### src/rtl/ms_pkg.sv
package ms_pkg;
  typedef enum logic [1:0] {
    SZ_BYTE = 2'b00,
    SZ_HALF = 2'b01,
    SZ_WORD = 2'b10,
    SZ_WRD2 = 2'b11
  } acc_size_e;

  typedef enum logic {
    HS_IDLE = 1'b0,
    HS_WAIT = 1'b1
  } hs_state_e;

  localparam int MAX_WAITS = 30;
  localparam int WAIT_W    = 5;
endpackage

### src/rtl/ms_prescale_count.sv
module ms_prescale_count #(
  parameter int CYCLES_PER_MS = 100000,
  parameter int CNT_W         = 32
) (
  input  logic             clk,
  input  logic             rst,
  output logic [CNT_W-1:0] ms_count
);
  localparam int PW = (CYCLES_PER_MS > 1) ? $clog2(CYCLES_PER_MS) : 1;
  localparam logic [PW-1:0] LAST = PW'(CYCLES_PER_MS - 1);

  logic [PW-1:0] presc_q;
  logic          wrap;

  assign wrap = (presc_q == LAST);

  always_ff @(posedge clk) begin
    if (rst) begin
      presc_q  <= '0;
      ms_count <= '0;
    end else if (wrap) begin
      presc_q  <= '0;
      ms_count <= ms_count + 1'b1;
    end else begin
      presc_q  <= presc_q + 1'b1;
    end
  end
endmodule

### src/rtl/ms_wait_fsm.sv
module ms_wait_fsm
  import ms_pkg::*;
#(
  parameter int WAIT_N = 0
) (
  input  logic      clk,
  input  logic      rst,
  input  logic      sel,
  output logic      go,
  output hs_state_e state,
  output logic [WAIT_W-1:0] wcnt
);
  localparam logic [WAIT_W-1:0] WAIT_L = WAIT_W'(WAIT_N);

  always_comb begin
    case (state)
      HS_IDLE: go = (WAIT_L == '0);
      default: go = (wcnt == '0);
    endcase
  end

  always_ff @(posedge clk) begin
    if (rst) begin
      state <= HS_IDLE;
      wcnt  <= '0;
    end else if (sel) begin
      case (state)
        HS_IDLE: begin
          if (WAIT_L != '0) begin
            state <= HS_WAIT;
            wcnt  <= WAIT_L;
          end
        end
        default: begin
          if (wcnt == '0) state <= HS_IDLE;
          else            wcnt  <= wcnt - 1'b1;
        end
      endcase
    end
  end
endmodule

### src/rtl/ms_lane_pick.sv
module ms_lane_pick
  import ms_pkg::*;
(
  input  logic [31:0] word,
  input  logic [1:0]  addr,
  input  logic [1:0]  size,
  input  logic        bigend,
  output logic [31:0] lane
);
  logic [1:0]  idx;
  logic [31:0] byte_sh;
  logic [31:0] half_sh;

  assign idx     = addr ^ {2{bigend}};
  assign byte_sh = word >> {idx, 3'b000};
  assign half_sh = word >> {idx[1], 4'b0000};

  always_comb begin
    case (acc_size_e'(size))
      SZ_BYTE: lane = {24'd0, byte_sh[7:0]};
      SZ_HALF: lane = {16'd0, half_sh[15:0]};
      default: lane = word;
    endcase
  end
endmodule

### src/rtl/ms_elapsed_port.sv
module ms_elapsed_port
  import ms_pkg::*;
#(
  parameter int CLK_HZ   = 100000000,
  parameter int WAIT_CFG = 0
) (
  input  logic        clk,
  input  logic        rst,
  input  logic        sel,
  input  logic        wr,
  input  logic [1:0]  addr,
  input  logic [1:0]  size,
  input  logic        bigend,
  output logic [31:0] rdata,
  output logic        ready
);
  localparam int CYCLES_PER_MS = CLK_HZ / 1000;
  localparam int WAIT_EFF = (WAIT_CFG < 0 || WAIT_CFG > MAX_WAITS) ? 0 : WAIT_CFG;

  logic [31:0]       ms_val;
  logic [31:0]       lane;
  logic              go;
  hs_state_e         hs_state;
  logic [WAIT_W-1:0] hs_cnt;

  ms_prescale_count #(
    .CYCLES_PER_MS(CYCLES_PER_MS),
    .CNT_W        (32)
  ) u_cnt (
    .clk     (clk),
    .rst     (rst),
    .ms_count(ms_val)
  );

  ms_wait_fsm #(
    .WAIT_N(WAIT_EFF)
  ) u_hs (
    .clk  (clk),
    .rst  (rst),
    .sel  (sel),
    .go   (go),
    .state(hs_state),
    .wcnt (hs_cnt)
  );

  ms_lane_pick u_lane (
    .word  (ms_val),
    .addr  (addr),
    .size  (size),
    .bigend(bigend),
    .lane  (lane)
  );

  assign ready = sel & go;
  assign rdata = (ready && !wr) ? lane : 32'd0;
endmodule

### config.mk
export PLATFORM = sky130hd
export DESIGN_NAME = ms_elapsed_port
export DESIGN_NICKNAME = d
export VERILOG_FILES = /design/src/rtl/ms_pkg.sv /design/src/rtl/ms_prescale_count.sv /design/src/rtl/ms_wait_fsm.sv /design/src/rtl/ms_lane_pick.sv /design/src/rtl/ms_elapsed_port.sv
export SDC_FILE = /design/constraint.sdc
export NUM_CORES = 1
export LEC_CHECK = 0
export ABC_AREA = 1
export BUFFER_PORTS_ARGS = -buffer_cell sky130_fd_sc_hd__buf_2
export CAP_MARGIN = 30
export CELL_PAD_IN_SITES_DETAIL_PLACEMENT = 0
export CELL_PAD_IN_SITES_GLOBAL_PLACEMENT = 2
export CORE_UTILIZATION = 34
export CTS_BUF_LIST = sky130_fd_sc_hd__clkbuf_4 sky130_fd_sc_hd__clkbuf_8
export CTS_CLUSTER_SIZE = 24
export DETAILED_ROUTE_END_ITERATION = 8
export PLACE_DENSITY = 0.83
export SYNTH_ARGS = -nofsm -noshare
export SYNTH_HDL_FRONTEND = slang
export SYNTH_HIERARCHICAL = 1
export SYNTH_SLANG_ARGS = --single-unit
export TNS_END_PERCENT = 1
### constraint.sdc
create_clock -name clk -period 4.3 [get_ports clk]
set_clock_uncertainty 0.15 [all_clocks]
set_input_delay 0.86 -clock clk [delete_from_list [all_inputs] [get_ports clk]]
set_output_delay 0.86 -clock clk [all_outputs]
set_load 0.01 [all_outputs]
==> run_results.csv <==
group,metric,value,unit
yosys,netlist_top_cells_area,"dfxtp_1 26%, nand2_1 20%, inv_1 12%, nand3_1 8.8%, nor2_1 8.3%",
timing,finalHoldViolCount,0,
clock_network,clock-sinks,55,
timing,final.setup.worst_slack,1.04,ns
timing,fin_hold_ws,0.308,ns
yosys,avgSynthCellArea,5.71,um2
critical_path,cp_data_required_time,3.29,ns
critical_path,crit-reg2reg-launch,"u_cnt/presc_q[0]$_SDFF_PP0_",
finish,final_cell_count_no_fill,938,
die,boundaryPins,42,
clock_network,cts_root_buf,"clkbuf_8",
worst_hold_path,hp-start,"u_cnt/presc_q[0]$_SDFF_PP0_",
critical_path,end_kind,"primary output",
finish,fillCellCount,1309,
clock_network,cts_hold_buf,0,
job,maxCapViolations,0,
timing,fin_crit_sh,75.8,%
power,leakage,2.04,nW
finish,fin_nets,782,
finish,n_antenna_cell,0,
yosys,yosys_warnings,6,
die,initial_utilization,35.0,%
clock_network,cts-resized-gates,0,
die,die_x,113,um
finish,multi_input_area,2470,um2
place,finalWeightedCongestion,0.823,
clock_network,clk_pin_slew,0.09,ns
timing,fmax,307,MHz
yosys,syn_inst,739,
detailed_routing,drt-total-wl,11.3,mm
detailed_routing,drc,0,
clock_network,htree_num_levels,2,
critical_path,timing.rr.end,"u_cnt/presc_q[1]$_SDFF_PP0_",
yosys,synth.ff_latch_count,55,
yosys,synth.top_cell.area_share,26.1,%
detailed_routing,num_vias,4280,
timing,fin_crit,3.26,ns
clock_network,cts_buffer_depth,2,
clock_network,tritoncts,"done",
finish,syn2layout_area_growth,10.4,%
yosys,synthesis.area,4220,um2
critical_path,cp-start-kind,"primary input",
timing,finalSetupViolCount,0,
critical_path,crit_buf_inv,4,
die,die_y,113,um
place,dp_cells,930,
die,rows,40,
finish,regArea,1100,um2
critical_path,cp_cell_sequence,"buf_2 > nor2_4 > inv_1 > nand2_1 > nand2_1 > nand3_1 > inv_1 > nor2_2 > buf_2",
yosys,synth.largest_area_cell,"dfxtp_1",
clock_network,clk_latency,0.32,ns
detailed_routing,drtIter0Drc,257,
clock_network,cts_setup_buffers,0,
global_routing,grt_antenna_before_repair,0,
clock_network,cts_inserted_buffers,5,
timing,maxSlewViolCount,0,
critical_path,cp.arrival,2.25,ns
critical_path,ff2ff_setup_slack,1.95,ns
die,die-area,12900,um2
global_routing,grt_pass1_wl,19.0,mm
detailed_routing,firstDrtPassIters,4,
power,power_density,213,nW/um2
global_routing,grt_usage,18.7,%
detailed_routing,viasPerCell,4.56,
worst_hold_path,worst_hold_path.endpoint,"u_cnt/presc_q[0]$_SDFF_PP0_",
place,place_hpwl,8.54,mm
finish,postLayoutCoreUtil,38.6,%
worst_hold_path,whs_path_depth,1,
timing,worstMarginPinSlew,0.894,ns
global_routing,grt_pass1_vias,3851,
yosys,ys_types,29,
die,core,12100,um2
timing,slew_headroom,40.3,%
global_routing,grt_overflow,0,
status,outcome,"finished, final reports clean",
detailed_routing,ant_nets,0,
timing,rsz0062_at_grt,"no",
critical_path,cp_slowest_stage_delay,0.48,ns
power,irDropWorstVdd,0.160,mV
critical_path,crit_type,"in -> out",
critical_path,cp_slowest_cell,"buf_2",
yosys,yosysSeqAreaShare,26.1,%
place,port_buffers,41,
detailed_routing,wl_per_cell,12.1,um
critical_path,crit_family,"buffers and inverters",
critical_path,crit_path_max_fanout,34,
worst_hold_path,hold_class,"reg -> reg",
critical_path,r2r_cells,8,
yosys,syn_nets,752,
place,place_ws,1.04,ns
global_routing,grt_max_degree,35,
timing,setup_tns,0,ns
finish,drive_gt1_share,14.5,%
[final cells by class]
| cell class | instances | area share [%] |
|---|---|---|
| repair buffers | 42 | 4.84 |
| flip-flops and latches | 55 | 23.6 |
| clock inverters | 2 | 1.29 |
| multi-input cells | 529 | 53.1 |
| clock buffers | 6 | 1.64 |
| inverters | 136 | 11.0 |
| well taps | 168 | 4.51 |
[routing by layer]
| layer | GRT usage [%] | part of all wire [%] | up-vias |
|---|---|---|---|
| li1 | - | - | 2316 |
| met1 | 24.9 | 47 | 1884 |
| met2 | 32.8 | 48 | 73 |
| met3 | 1.87 | 4.2 | 7 |
| met4 | 3.42 | 0.72 | 0 |
| met5 | 0 | 0 | - |
[cell usage after synthesis, drive strengths merged]
| cell type | count |
|---|---|
| o21ai | 13 |
| nand2 | 231 |
| nand4 | 20 |
| dfxtp | 55 |
| nand3 | 79 |
| ha | 4 |
| or2 | 3 |
| xor2 | 7 |
| xnor2 | 3 |
| inv | 136 |
| nor2 | 137 |
| clkbuf | 1 |
| nor4 | 1 |
| nor3 | 9 |
| buf | 18 |
| nand3b | 3 |
| a21oi | 19 |
[how the worst max path moves through the flow]
stage,from,endpoint,slack [ns],depth (start not counted)
6_report,size[1],rdata[7],1.04,9
3_5_place_dp,size[1],rdata[7],1.04,9
4_1_cts,size[1],rdata[7],1.04,9
2_1_floorplan,size[1],rdata[0],1.56,8
5_1_grt,size[1],rdata[1],0.84,9
3_3_place_gp,size[1],rdata[7],1.01,9
[sequential cells by signal (all words and copies together), names as in the netlist]
name	cells
u_cnt/presc_q	17
u_cnt/ms_count	32
u_hs/state	1
u_hs/wcnt	5
[through the flow]
stage / power, mW / cell area, um2
finish: 0.992 / 4660
global route: 1.04 / 4660
CTS: 1.01 / 4660
detailed placement: 0.585 / 4520
global placement: 0.581 / 4500
floorplan: 0.571 / 4220
[kinds of logic (layout without fill, tap and decap cells)]
kind of cell,count (synthesis),count (layout),synth area share [%]
fa+ha+maj,4,4,1.19
xor+xnor,10,10,2.08
flops,55,55,26.1
compound gates,32,32,4.15
simple gates,483,483,51.2
buf+inv,155,186,15.3
[layout by cell type (no fill, tap or decap), types with 2 or more instances in the layout]
cell,n
buf_2,41
nor2_2,40
o21ai_0,12
nand2_1,229
nor2_1,93
xnor2_1,3
inv_1,130
nor3_1,9
or2_2,3
dfxtp_1,55
inv_2,6
nor2_4,4
xor2_1,7
nand4_1,20
nand3_1,74
nand3_2,5
nand3b_1,3
a21oi_1,17
clkbuf_8,5
bufinv_16,2
ha_1,4
[report_power, final]
part / switching, mW / internal (mW) / total [mW]
clock network: 0.181 / 0.239 / 0.420
registers: 0.00153 / 0.511 / 0.513
logic: 0.0452 / 0.0137 / 0.0589
total: 0.228 / 0.765 / 0.992
Note: power is estimated with default switching activity, not from simulation.
